## src/rtl/syncWordPkg.sv

```systemverilog
package syncWordPkg;
  // Strobes from control to datapath, one set per captured word
  typedef struct packed {
    logic forceZero;
    logic forceOne;
  } syncStrobe_t;
endpackage

```

## src/rtl/syncWordDatapath.sv

```systemverilog
module syncWordDatapath
  import syncWordPkg::*;
#(
  parameter int DATA_W = 10,
  parameter int LOW_BITS = 2
) (
  input  logic              clk,
  input  logic              rst,
  input  logic [DATA_W-1:0] dataIn,
  input  logic              syncDisable,
  input  syncStrobe_t       strobe,
  output logic [DATA_W-LOW_BITS-1:0] upperBits,
  output logic              latchedDis,
  output logic              latchedValid,
  output logic [DATA_W-1:0] dataOut
);
  localparam int UPPER_W = DATA_W - LOW_BITS;

  logic [DATA_W-1:0] latchedWord;
  logic [DATA_W-1:0] normWord;

  // Input latch stage: word, disable and a valid flag captured together
  always_ff @(posedge clk) begin
    if (rst) begin
      latchedWord  <= '0;
      latchedDis   <= 1'b0;
      latchedValid <= 1'b0;
    end else begin
      latchedWord  <= dataIn;
      latchedDis   <= syncDisable;
      latchedValid <= 1'b1;
    end
  end

  assign upperBits = latchedWord[DATA_W-1:LOW_BITS];
  assign normWord[DATA_W-1:LOW_BITS] = latchedWord[DATA_W-1:LOW_BITS];

  // Per-bit override of the low bits
  for (genvar g = 0; g < LOW_BITS; g++) begin : gLowForce
    always_comb begin
      if (strobe.forceOne)       normWord[g] = 1'b1;
      else if (strobe.forceZero) normWord[g] = 1'b0;
      else                       normWord[g] = latchedWord[g];
    end
  end

  always_ff @(posedge clk) begin
    if (rst) dataOut <= '0;
    else     dataOut <= normWord;
  end

  logic [UPPER_W-1:0] unusedWidthTie;
  assign unusedWidthTie = upperBits;
endmodule

```

## src/rtl/syncWordControl.sv

```systemverilog
module syncWordControl
  import syncWordPkg::*;
#(
  parameter int UPPER_W = 8,
  parameter int PULSE_LEN = 3
) (
  input  logic               clk,
  input  logic               rst,
  input  logic [UPPER_W-1:0] upperBits,
  input  logic               latchedDis,
  input  logic               latchedValid,
  output syncStrobe_t        strobe,
  output logic               syncN
);
  localparam int CNT_W = $clog2(PULSE_LEN + 1);
  localparam logic [CNT_W-1:0] CNT_LOAD = CNT_W'(PULSE_LEN);

  logic active;
  logic hit;
  logic [CNT_W-1:0] pulseCnt;

  assign active = latchedValid & ~latchedDis;
  assign strobe.forceZero = active & ~(|upperBits);
  assign strobe.forceOne  = active & (&upperBits);
  assign hit = strobe.forceZero | strobe.forceOne;

  // Retriggerable down-counter: a new hit reloads the full length
  always_ff @(posedge clk) begin
    if (rst)                   pulseCnt <= '0;
    else if (hit)              pulseCnt <= CNT_LOAD;
    else if (pulseCnt != '0)   pulseCnt <= pulseCnt - 1'b1;
  end

  assign syncN = (pulseCnt == '0);
endmodule

```

## src/rtl/syncWordDetect.sv

```systemverilog
module syncWordDetect
  import syncWordPkg::*;
#(
  parameter int DATA_W = 10,
  parameter int LOW_BITS = 2,
  parameter int PULSE_LEN = 3
) (
  input  logic              clk,
  input  logic              rst,
  input  logic [DATA_W-1:0] dataIn,
  input  logic              syncDisable,
  output logic [DATA_W-1:0] dataOut,
  output logic              syncN
);
  localparam int UPPER_W = DATA_W - LOW_BITS;

  syncStrobe_t        strobe;
  logic [UPPER_W-1:0] upperBits;
  logic               latchedDis;
  logic               latchedValid;

  syncWordDatapath #(.DATA_W(DATA_W), .LOW_BITS(LOW_BITS)) uDatapath (
    .clk(clk), .rst(rst), .dataIn(dataIn), .syncDisable(syncDisable),
    .strobe(strobe), .upperBits(upperBits), .latchedDis(latchedDis),
    .latchedValid(latchedValid), .dataOut(dataOut)
  );

  syncWordControl #(.UPPER_W(UPPER_W), .PULSE_LEN(PULSE_LEN)) uControl (
    .clk(clk), .rst(rst), .upperBits(upperBits), .latchedDis(latchedDis),
    .latchedValid(latchedValid), .strobe(strobe), .syncN(syncN)
  );
endmodule

```

## config.mk

```make
export PLATFORM = sky130hd
export DESIGN_NAME = syncWordDetect
export DESIGN_NICKNAME = d
export VERILOG_FILES = /design/src/rtl/syncWordPkg.sv /design/src/rtl/syncWordDatapath.sv /design/src/rtl/syncWordControl.sv /design/src/rtl/syncWordDetect.sv
export SDC_FILE = /design/constraint.sdc
export NUM_CORES = 1
export LEC_CHECK = 0
export ABC_AREA = 1
export BUFFER_PORTS_ARGS = -buffer_cell sky130_fd_sc_hd__buf_4
export CORE_MARGIN = 2
export CORE_UTILIZATION = 45
export CTS_CLUSTER_SIZE = 14
export DETAILED_ROUTE_END_ITERATION = 16
export PLACE_DENSITY_LB_ADDON = 0.15
export REMOVE_ABC_BUFFERS = 1
export SLEW_MARGIN = 5
export SYNTH_ARGS = -nofsm -noshare
export SYNTH_HDL_FRONTEND = slang
export SYNTH_SLANG_ARGS = --single-unit
```

## constraint.sdc

```tcl
create_clock -name clk -period 1.5 [get_ports clk]
set_input_delay 0.075 -clock clk [delete_from_list [all_inputs] [get_ports clk]]
set_output_delay 0.075 -clock clk [all_outputs]
set_load 0.02 [all_outputs]
```

After elaboration in Yosys (flattened, before gate mapping)
Index checks and enable logic that the tools add are counted.
{"block": "op_classes", "addsub": 1, "n_mux": 7, "bitwise": 6, "reduce_logical": 5}
{"cell": "$reduce_and A8 Y1", "count": 1}
{"cell": "$reduce_or A8 Y1", "count": 1}
{"cell": "$mux W1", "count": 5}
{"cell": "$mux W2", "count": 2}
{"cell": "$reduce_bool A2 Y1", "count": 2}
{"cell": "$and A1 B1 Y1", "count": 3}
{"cell": "$logic_not A2 Y1", "count": 1}
{"cell": "$not A1 Y1", "count": 2}
{"cell": "$sub A2 B1 Y2 const B", "count": 1}
{"cell": "$or A1 B1 Y1", "count": 1}
{"block": "word_totals", "register_bits": 24, "in_bits": 13, "output_inout_bits": 11, "word_cells": 24}

Logic depth before layout (Yosys ltp)
{"block": "depth", "ltp_word": 5, "mapped_depth": 7, "mapped_depth_nobuf": 7}

Hierarchy
From an unflattened synthesis, not the netlist that was laid out.
{"block": "hier_totals", "hier_cells": 112, "hier_area_um2": 897.1}
{"mod": "syncWordDatapath", "n_inst": 1, "cells_each": 77, "area_per_inst_um2": 694.4, "seq_area_each_um2": 440.4}
{"mod": "syncWordControl", "n_inst": 1, "cells_each": 35, "area_per_inst_um2": 202.7, "seq_area_each_um2": 40.0}

Worst setup path after synthesis
Ideal clock, no wire load.
{"block": "synth_path", "kind": "register -> register", "start": "register uControl.pulseCnt[0]", "end": "register uControl.pulseCnt[1]", "setup_ns": 0.109, "t_arrival_ns": 0.989, "t_required_ns": 1.391, "path_slack_ns": 0.402, "path_stages_with_launch": 8, "path_buffers": 0, "period_less_slack_ns": 1.098, "cell_sequence": "dfxtp_1 inv_1 ha_1 nor2_1 a21oi_1 nand3_1 nand2_1 inv_1"}
{"block": "synth_between", "elab_chain_len": 3, "word_cells_on_any_way": 5, "cone_classes": "add/sub: 1; mux: 2; reduce/logical: 2"}
{"item": "from (decl)", "line_no": "syncWordControl.sv:20", "rtl": "logic [CNT_W-1:0] pulseCnt;"}
{"item": "from (signal assigned)", "line_no": "syncWordControl.sv:31", "rtl": "else if (pulseCnt != '0) pulseCnt <= pulseCnt - 1'b1;"}
{"item": "$sub A2 B1 Y2", "line_no": "syncWordControl.sv:31"}
{"item": "$mux W2", "line_no": "syncWordControl.sv:31"}
{"item": "$mux W2", "line_no": "syncWordControl.sv:30", "rtl": "else if (hit) pulseCnt <= CNT_LOAD;"}
Parallel ways exist; a longest one is shown, timed or not. The select of a mux whose other input is x is not followed.
A chain may end at the register's enable or synchronous reset.

Final worst setup path
{"block": "layout_path", "start": "register uControl.pulseCnt[0]", "end": "output syncN"}
{"block": "layout_between", "elab_chain_len": 1}
{"item": "$logic_not A2 Y1", "line_no": "syncWordControl.sv:34", "rtl": "assign syncN = (pulseCnt == '0);"}
{"item": "to (decl)", "line_no": "syncWordDetect.sv:13", "rtl": "output logic syncN"}
Every way passes these cells.

==> metrics.csv <==
metric;value;unit
status;completed;
Initial Util;47.0;%
#FFs+latches synth;24;
dpl hpwl;964;µm
count of different cell masters after synthesis;11;
FF-to-FF End;uControl.pulseCnt[1];
count of pins over their slew limit;0;
die width;46.3;µm
area grow syn2layout;44.4;%
cts bufs inserted;3;
hold buffer count at CTS;11;
Post-Synthesis Cells;100;
crit path from;uControl.pulseCnt[0];
H-tree levels;1;
RSZ-0062 raised after global routing;no;
r2r worst-path depth;7;
Syn Area/Cell;8.03;µm²
die span in y;46.3;µm
Inst Count DP;146;
CTS tree;yes;
sequential element share of the synthesized area;59.8;%
final hold vios;0;
DRT iter0 DRCs;4;
nets;151;
Post-Synth Simple-Gate Area;22.3;%
DR pass1 iterations;4;
reg-to-reg startpoint;uControl.pulseCnt[0];
CP Class;register to output pin;
largest family of logic cells by synthesized area;simple AND/OR/NAND/NOR gates;
CP Data Arrival Time;1.13;ns
CTS resizes;0;
Synth Area in Adders;1.56;%
clock skew;0.00284;ns
core area;1710;µm²
min-delay worst type;input port to register;
DR WL/cell;8.56;µm
final setup vio count;0;
critical path capture point type;output pin;
crit path cell chain;inv_1 > ha_1 > buf_4;
CTS sink count;24;
CP Depth;3;
Worst setup SP type;register;
I/O pin count;24;
Max Clock Freq;830;MHz
LEAKAGE;0.604;nW
synthesized area;803;µm²
RePlAce Congestion;0.646;
cell family with most CP delay;flip-flops;
Non-Filler Instances;161;
routed wire length;1380;µm
min Tclk post-route;1.21;ns
fillers;138;
fin crit share;80.4;%
Synth Area in Compound Gates;1.87;%
setup TNS;0;ns
post-CTS setup buffers;0;
I/O Buffers;23;
reg2reg setup slack;0.41;ns
synth warn;0;
Slew Limit Headroom;86.1;%
pre-CTS WS;0.413;ns
DR vias/cell;4.12;
placed instance area;997;µm²
PwrDens;1270;nW/µm²
initial antenna violation count;0;
GR Overflow Total;0;
std cell rows;15;
DRC Markers;0;
clk_lat worst skew;0.31;ns
CP peak stage delay;0.37;ns
CP bufs+invs;2;
clock-pin slew of the registers on the worst-case setup and hold paths;0.12;ns
die area;2140;µm²
mux cell area share after synthesis;0;%
slowest library cell on the worst path;dfxtp_1;
final worst slack;0.295;ns
Worst EP required;1.42;ns
layout cells sized above 1;22.1;%
vias;664;
Slew @ Worst Pin;0.209;ns
CTS Root Cell;clkbuf_4;
max cap viols;0;
vias in the first global route;583;
VDD IR max;0.000867;V
crit path capture;syncN;
worst-path fanout max;4;
global-route wire length before repair;2260;µm
post-synthesis xor/xnor area fraction;1.09;%
largest net degree at the start of global routing;23;
ant diodes;0;
clock buffer depth;2;
antenna-violating nets left;0;
final instance area;1160;µm²
GRT Overall Usage;16.0;%
area by class of cell:
type / count / area, µm² / area share (%)
Timing Repair Buffer: 34 / 283 / 24.4
Multi-Input combinational cell: 48 / 215 / 18.6
Clock inverter: 1 / 30.0 / 2.59
Sequential cell: 24 / 480 / 41.4
Clock buffer: 3 / 22.5 / 1.94
Tap cell: 25 / 31.3 / 2.70
Inverter: 26 / 97.6 / 8.41
power by group:
part / internal (mW) / total [mW] / switching [mW] / leakage (nW)
clock: 0.270 / 0.452 / 0.182 / 0.0279
sequential: 0.690 / 0.714 / 0.0240 / 0.199
combinational: 0.154 / 0.312 / 0.159 / 0.377
total: 1.11 / 1.48 / 0.365 / 0.604
cells by family (layout without fill, tap and decap cells):
logic type / count (synthesis) / after routing
XOR/XNOR: 1 / 1
AND/OR/NAND/NOR: 43 / 43
flip-flops: 24 / 24
buffers and inverters: 28 / 64
adder cells (fa/ha/maj): 1 / 1
AO/OA/AOI/OAI: 3 / 3
cell usage in the layout, fill, tap and decap left out:
cell type / instances
nor2_4: 1
inv_1: 26
a21oi_1: 3
ha_1: 1
buf_4: 23
clkbuf_4: 3
bufinv_16: 1
nor2_2: 2
dlygate4sd3_1: 11
nand2_1: 13
nor2_1: 23
dfxtp_1: 24
xor2_1: 1
nand3_1: 4
cell usage after synthesis (all sizes together):
cell	number	area, µm²
inv	26	97.6
nor2	26	110
xor2	1	8.76
dfxtp	24	480
nand3	4	20.0
ha	1	12.5
a21oi	3	15.0
buf	2	10.0
nand2	13	48.8
metal layers:
layer | wire [µm] | GRT usage [%]
met5 | 0 | 0
met4 | 12 | 6.86
met3 | 66 | 7.06
met2 | 793 | 30.8
met1 | 505 | 13.9
metrics by stage:
step	utilization, %	power [mW]	hold WS [ns]
5_1_grt	67.9	1.57	0.0713
4_1_cts	67.9	1.50	0.0674
3_3_place_gp	58.4	1.01	0.274
3_5_place_dp	58.4	1.02	0.281
6_report	67.9	1.48	0.0764
2_1_floorplan	-	0.923	0.144
registers in the layout, indices dropped and copies added, names as in the netlist:
name and count:
uDatapath.dataOut 10, uDatapath.latchedWord 10, uControl.pulseCnt 2, uDatapath.latchedDis 1
uDatapath.latchedValid 1
how the worst min path moves through the flow:
stage,start,end,slack [ns],depth (start not counted)
3_3_place_gp,dataIn[2],uDatapath.latchedWord[2],0.27,3
3_5_place_dp,syncDisable,uDatapath.latchedDis,0.28,3
6_report,rst,uDatapath.dataOut[1],0.08,2
5_1_grt,rst,uDatapath.latchedWord[1],0.07,2
2_1_floorplan,rst,uDatapath.dataOut[0],0.14,1
4_1_cts,rst,uDatapath.dataOut[1],0.07,2
(Power assumes the default switching activity.)
